==> src/rtl/window_supervisor.sv <==
module window_supervisor #(
  parameter int NCH        = 2,
  parameter int CLK_PER_US = 125,
  parameter int FILT_US    = 30,
  parameter int QUAL_US    = 160000
) (
  input  logic           clk,
  input  logic           rst_n,
  input  logic           enable,
  input  logic [NCH-1:0] uv_ok_raw,
  input  logic [NCH-1:0] ov_ok_raw,
  output logic [NCH-1:0] uv_status,
  output logic [NCH-1:0] ov_status,
  output logic [NCH-1:0] pgood
);

  localparam int SW = 2*NCH + 1;
  localparam int PW = $clog2(CLK_PER_US + 1);
  localparam int FW = $clog2(FILT_US + 1);
  localparam int QW = $clog2(QUAL_US + 1);
  localparam logic [SW-1:0] SY_INIT = {1'b0, {NCH{1'b1}}, {NCH{1'b0}}};

  logic [SW-1:0]  sy1, sy2;
  logic [NCH-1:0] uv_s, ov_s, uv_f, ov_f;
  logic           en_s;
  logic [PW-1:0]  pre;
  logic           tick;

  always_ff @(posedge clk) begin
    if (!rst_n) begin
      sy1 <= SY_INIT;
      sy2 <= SY_INIT;
    end else begin
      sy1 <= {enable, ov_ok_raw, uv_ok_raw};
      sy2 <= sy1;
    end
  end

  assign en_s = sy2[SW-1];
  assign ov_s = sy2[2*NCH-1:NCH];
  assign uv_s = sy2[NCH-1:0];

  always_ff @(posedge clk) begin
    if (!rst_n || tick) pre <= '0;
    else                pre <= pre + 1'b1;
  end

  assign tick = (pre == PW'(CLK_PER_US - 1));

  for (genvar i = 0; i < NCH; i++) begin : g_ch
    logic [FW-1:0] ucnt, ocnt;
    logic [QW-1:0] qcnt;
    logic          uf, of, us, os;

    always_ff @(posedge clk) begin
      if (!rst_n || !en_s) begin
        uf   <= 1'b0;
        ucnt <= '0;
      end else if (uv_s[i] == uf) begin
        ucnt <= '0;
      end else if (tick) begin
        if (ucnt == FW'(FILT_US - 1)) begin
          uf   <= uv_s[i];
          ucnt <= '0;
        end else begin
          ucnt <= ucnt + 1'b1;
        end
      end
    end

    always_ff @(posedge clk) begin
      if (!rst_n || !en_s) begin
        of   <= 1'b1;
        ocnt <= '0;
      end else if (ov_s[i] == of) begin
        ocnt <= '0;
      end else if (tick) begin
        if (ocnt == FW'(FILT_US - 1)) begin
          of   <= ov_s[i];
          ocnt <= '0;
        end else begin
          ocnt <= ocnt + 1'b1;
        end
      end
    end

    always_ff @(posedge clk) begin
      if (!rst_n || !uf)                        qcnt <= '0;
      else if (tick && qcnt != QW'(QUAL_US))    qcnt <= qcnt + 1'b1;
    end

    always_ff @(posedge clk) begin
      if (!rst_n) begin
        us <= 1'b0;
        os <= 1'b0;
      end else begin
        us <= en_s && uf && (qcnt == QW'(QUAL_US));
        os <= en_s && of;
      end
    end

    assign uv_f[i]      = uf;
    assign ov_f[i]      = of;
    assign uv_status[i] = us;
    assign ov_status[i] = os;
  end

  assign pgood = uv_status & ov_status;

endmodule

==> config.mk <==
export PLATFORM = sky130hd
export DESIGN_NAME = window_supervisor
export DESIGN_NICKNAME = d
export VERILOG_FILES = /design/src/rtl/window_supervisor.sv
export SDC_FILE = /design/constraint.sdc
export NUM_CORES = 1
export LEC_CHECK = 0
export CAP_MARGIN = 30
export CORE_AREA = 4 4 87 89
export DETAILED_ROUTE_END_ITERATION = 7
export DIE_AREA = 0 0 91 93
export PLACE_DENSITY = 0.79
export SKIP_CTS_REPAIR_TIMING = 1
export SLEW_MARGIN = 20
export SYNTH_ARGS = -nofsm -noshare
export SYNTH_HDL_FRONTEND = slang
export SYNTH_SLANG_ARGS = --single-unit
==> constraint.sdc <==
create_clock -name clk -period 4.5 [get_ports clk]
set_clock_uncertainty 0.2 [all_clocks]
set_input_delay 0.45 -clock clk [delete_from_list [all_inputs] [get_ports clk]]
set_output_delay 0.45 -clock clk [all_outputs]
set_load 0.1 [all_outputs]
* After elaboration in Yosys (flattened, before gate mapping)
Index checks and enable logic that the tools add are counted.
Word-level totals: memories kept 0, latch bits 0, logic and storage cells 70, bits in registers 81, memory bits (read-only) 0, bits of input ports 7, bits in writable memories 0
Cells by class: divide/modulo/power cells 0, reductions and logical operators 24, add/subtract/negate cells 7, equality and inequality tests 13, multiplexer cells 4, magnitude comparators 0, bitwise operators 5, shift operators 0, $mul 0
Operator list (number):
- 18-bit by 1-bit adder with 18-bit output (second input constant) | 2
- 18-bit equality test (second input constant) | 2
- 18-bit != test (second input constant) | 2
- 5-bit by 1-bit adder with 5-bit output (second input constant) | 4
- 5-bit equality test (second input constant) | 4
- 5-bit 2-to-1 mux | 4
- 3-bit AND reduction | 4
- 1-bit logical AND | 8
- 2-bit OR reduction | 4
- 7-bit by 1-bit adder with 7-bit output (second input constant) | 1
- 7-bit equality test (second input constant) | 1
- 1-bit equality test | 4
- 1-bit logical NOT | 4
- 1-bit logical OR | 4
- 1-bit NOT | 4
- 2-bit AND | 1

* Depth between registers and ports, before layout
word-level depth 3, depth in mapped cells 9, gate-level depth less buffers 7

* Worst setup path before layout
Ideal clock, no wire load.
path type register to register, from reg pre[0], to reg g_ch[1].qcnt[5], period minus slack after synthesis 1.890 ns, data arrival time 1.618 ns, data required time 4.228 ns, path slack 2.610 ns, stages on the path, launching flop included 9, buffers on the path 1, path through dfxtp_1 > inv_1 > ha_1 > nand3_1 > nor2_1 > buf_4 > o21ai_2 > or4_1 > a21oi_1
Between the ends: word-level cells in the longest chain between the ends 2
RTL lines:
- start, declared | line 26 | logic [PW-1:0] pre;
- start signal, assigned | line 45 | else pre <= pre + 1'b1;
- 7-bit equality test | line 48 | assign tick = (pre == PW'(CLK_PER_US - 1));
- 1-bit logical AND | line 89 | else if (tick && qcnt != QW'(QUAL_US)) qcnt <= qcnt + 1'b1;
- end signal, assigned | line 89
- end, declared | line 52 | logic [QW-1:0] qcnt;
No other way between the ends. A chain may end at the register's enable or synchronous reset.

* Final worst setup path
from reg pre[0], to reg g_ch[1].qcnt[15]
Same word-level chain as after synthesis.

==> flow_metrics.tcl <==
set metrics [dict create \
    drive_gt1_share_pct 5.28 \
    cts_buffers 9 \
    nNetsFinal 435 \
    seqPwrFrac_pct 56.3 \
    internal-power_mw 1.04 \
    grt_pass1_vias 2620 \
    overflow 0 \
    hpwlAfterDp_mm 4.52 \
    synth-xor-area-share_pct 11.3 \
    final_area_sq_um 3980 \
    wl_per_cell_microns 12.8 \
    ys.flop_type "dfxtp_1" \
    placed_cells 483 \
    maxCapViolCount 0 \
    crit_path_start_kind "flop" \
    synth_top_family_by_area "simple AND/OR/NAND/NOR gates" \
    grt_usage_pct 16.4 \
    cpPeakStageDelay_ps 650 \
    setup_violations 0 \
    slew_headroom_pct 34.7 \
    p_leak_nw 1.30 \
    drt_iter0_drc 128 \
    start_util_pct 53.8 \
    port-buffer-count 12 \
    route.detailed.drc 0 \
    clockBufferDepth 2 \
    grt_pass1_wl_mm 11.5 \
    cts-root-buf "clkbuf_8" \
    synth-seq-cells 81 \
    firstDrtPassIters 4 \
    grt_setup_unrepaired "false" \
    die_area_sq_um 8460 \
    path_class "reg2reg" \
    pwr_density_cell_nw_per_um2 325 \
    rows 30 \
    syn_to_final_growth_pct 9.32 \
    die_w_microns 91 \
    worstSkewPairLatency_ps 340 \
    setup_tns_ps 0 \
    path_clk_slew_ps 80 \
    viasPerCell 5.46 \
    synth_top_area_share_pct 44.6 \
    cp_data_arrival_time_ps 3000 \
    swShare_pct 19.6 \
    path_cells "inv_1, ha_1, nand3_1, nor2_2, o2111ai_1, or4_1, a21oi_1" \
    syn-num-nets 426 \
    synth-compound-area-share_pct 6.60 \
    min_delay_path_depth 1 \
    via_count 2716 \
    hold_viol 0 \
    synth.mux.area_fraction_pct 1.65 \
    synth.area.top_cells "dfxtp_1, nor2_1, xnor2_1" \
    critPathBufInv 1 \
    grt_max_degree 22 \
    fillers 601 \
    n_antenna_cell 0 \
    r2r_cells 7 \
    synth_commonest_cells "dfxtp_1, nor2_1, nand2_1, xnor2_1, xor2_1" \
    fin_cells 497 \
    hold_path.class "reg2reg" \
    cpMaxStageDelayCell "nor2_2" \
    period_share_pct 65.5 \
    clkPwrFrac_pct 41.8 \
    cp_top_family "simple AND/OR/NAND/NOR gates" \
    core_sq_um 6760 \
    synthesis.area_sq_um 3640 \
    yosysSeqAreaShare_pct 44.6 \
    antenna_found_initial 0 \
    gp_congestion 0.814 \
    report.final.slew_viol_count 0 \
    cp-end-kind "flop" \
    cts_tree "built" \
    avgSynthCellArea_sq_um 8.98 \
    synth_edf_count 0 \
    wl_mm 6.38 \
    worst_slew_pin_slew_ps 977 \
    syn_inst 405 \
    max_freq_ghz 0.339 \
    io_pins 13 \
    synth_top_cell_by_area "dfxtp_1" \
    worst-path-stages 7 \
    place_area_sq_um 3780 \
    synth_cell_type_count 36 \
    yosys_warnings 0 \
    synthArstFlopShare_pct 0 \
    synth-simple-area-share_pct 27.2 \
    min_period_ps 2950 \
    yosysMostFrequentCell "dfxtp_1" \
    ir_drop_mv 0.212 \
    synth_fa_ha_area_share_pct 4.82 \
    drtAntennaViolNets 0 \
    clock_sinks 81 \
    switchingPower_mw 0.253 \
    cp.required_ps 4550 \
    multi_input_area_sq_um 1880 \
    pre_cts_slack_ps 1610 \
    comb_power_share_pct 1.9 \
    status "completed" \
    h-tree-depth 3 \
    final-seq-area_sq_um 1620 \
    cp_max_fo 20 \
    dieHeight_microns 93 \
    layout_setup_ws_ps 1550 \
]
-- worst register-to-register path, delay by kind of cell (launching register included) --
| family | cells | cell delay, ps |
|---|---|---|
| buf+inv | 1 | 60 |
| fa+ha+maj | 1 | 180 |
| flops | 1 | 340 |
| compound gates | 2 | 710 |
| simple gates | 3 | 1370 |
-- per-stage QoR --
| stage | hold slack (ps) | total power [mW] | util (%) |
|---|---|---|---|
| floorplan | 186 | 0.760 | - |
| global placement | 193 | 0.768 | 55.9 |
| global route | 240 | 1.34 | 58.9 |
| CTS | 213 | 1.31 | 58.9 |
| detailed placement | 195 | 0.769 | 55.9 |
| finish | 211 | 1.29 | 58.9 |
-- layout make-up --
type                    instances  area share [%]
repair buffers                 13            3.21
clock buffers                  10            3.21
inverters                      13            1.23
multi-input cells             296            47.3
well taps                      80            2.52
flip-flops and latches         81            40.8
clock inverters                 4            1.76
-- flip-flops by register name (all words and copies together), names as in the netlist, 5 cells and up --
register   cells
g_ch.ocnt     10
g_ch.qcnt     36
g_ch.ucnt     10
pre            7
sy1            5
sy2            5
-- placed cells by master (no fill, tap or decap), types with 3 or more instances in the layout --
cell type,synthesis,routed
nor2_1,66,65
xor2_1,23,23
mux2i_1,6,6
nand4_1,15,15
ha_1,14,14
and4_1,4,4
a211oi_1,4,4
nor3_1,5,5
nand3_1,22,22
and3_1,8,8
a41oi_1,4,4
dfxtp_1,81,81
nand2_1,31,31
o31ai_1,3,3
and2_1,13,13
nand2b_1,4,4
nor4_2,5,5
clkbuf_8,0,9
clkdlybuf4s50_1,0,12
or3_1,7,7
nor4b_1,5,5
o21ai_0,13,13
xnor2_1,24,24
a21oi_1,8,8
inv_1,13,13
-- power by group through the flow --
stage / sequential [mW] / combinational [mW] / clock (mW)
after global placement: 0.744 / 0.0233 / 0
final: 0.728 / 0.0239 / 0.540
after CTS: 0.728 / 0.0242 / 0.557
after floorplan: 0.743 / 0.0171 / 0
after global routing: 0.729 / 0.0272 / 0.585
after detailed placement: 0.745 / 0.0240 / 0
-- routing by layer --
metal / global-route usage (%) / vias to the layer above / share of wire (%)
li1: - / 1406 / -
met1: 19.4 / 1254 / 47
met2: 28.3 / 44 / 47
met3: 4.67 / 12 / 3.9
met4: 6.28 / 0 / 1.5
met5: 0 / - / 0
-- cells by family (layout without fill, tap and decap cells) --
logic type      after synthesis  after routing
simple gates                191            191
flops                        81             81
xor+xnor                     47             47
compound gates               38             38
buf+inv                      28             40
fa+ha+maj                    14             14
mux                           6              6
-- worst paths after layout --
| path | startpoint | endpoint | slack (ps) |
|---|---|---|---|
| worst min register to register | sy1[3]$_SDFF_PN1_ | sy2[3]$_SDFF_PN1_ | 210 |
| worst max register to register | pre[0]$_SDFF_PP0_ | g_ch[1].qcnt[15]$_SDFFE_PP0P_ | 1550 |
| worst max-delay path | pre[0]$_SDFF_PP0_ | g_ch[1].qcnt[15]$_SDFFE_PP0P_ | 1550 |
| worst min-delay path | sy1[3]$_SDFF_PN1_ | sy2[3]$_SDFF_PN1_ | 210 |
(Power assumes the default switching activity.)
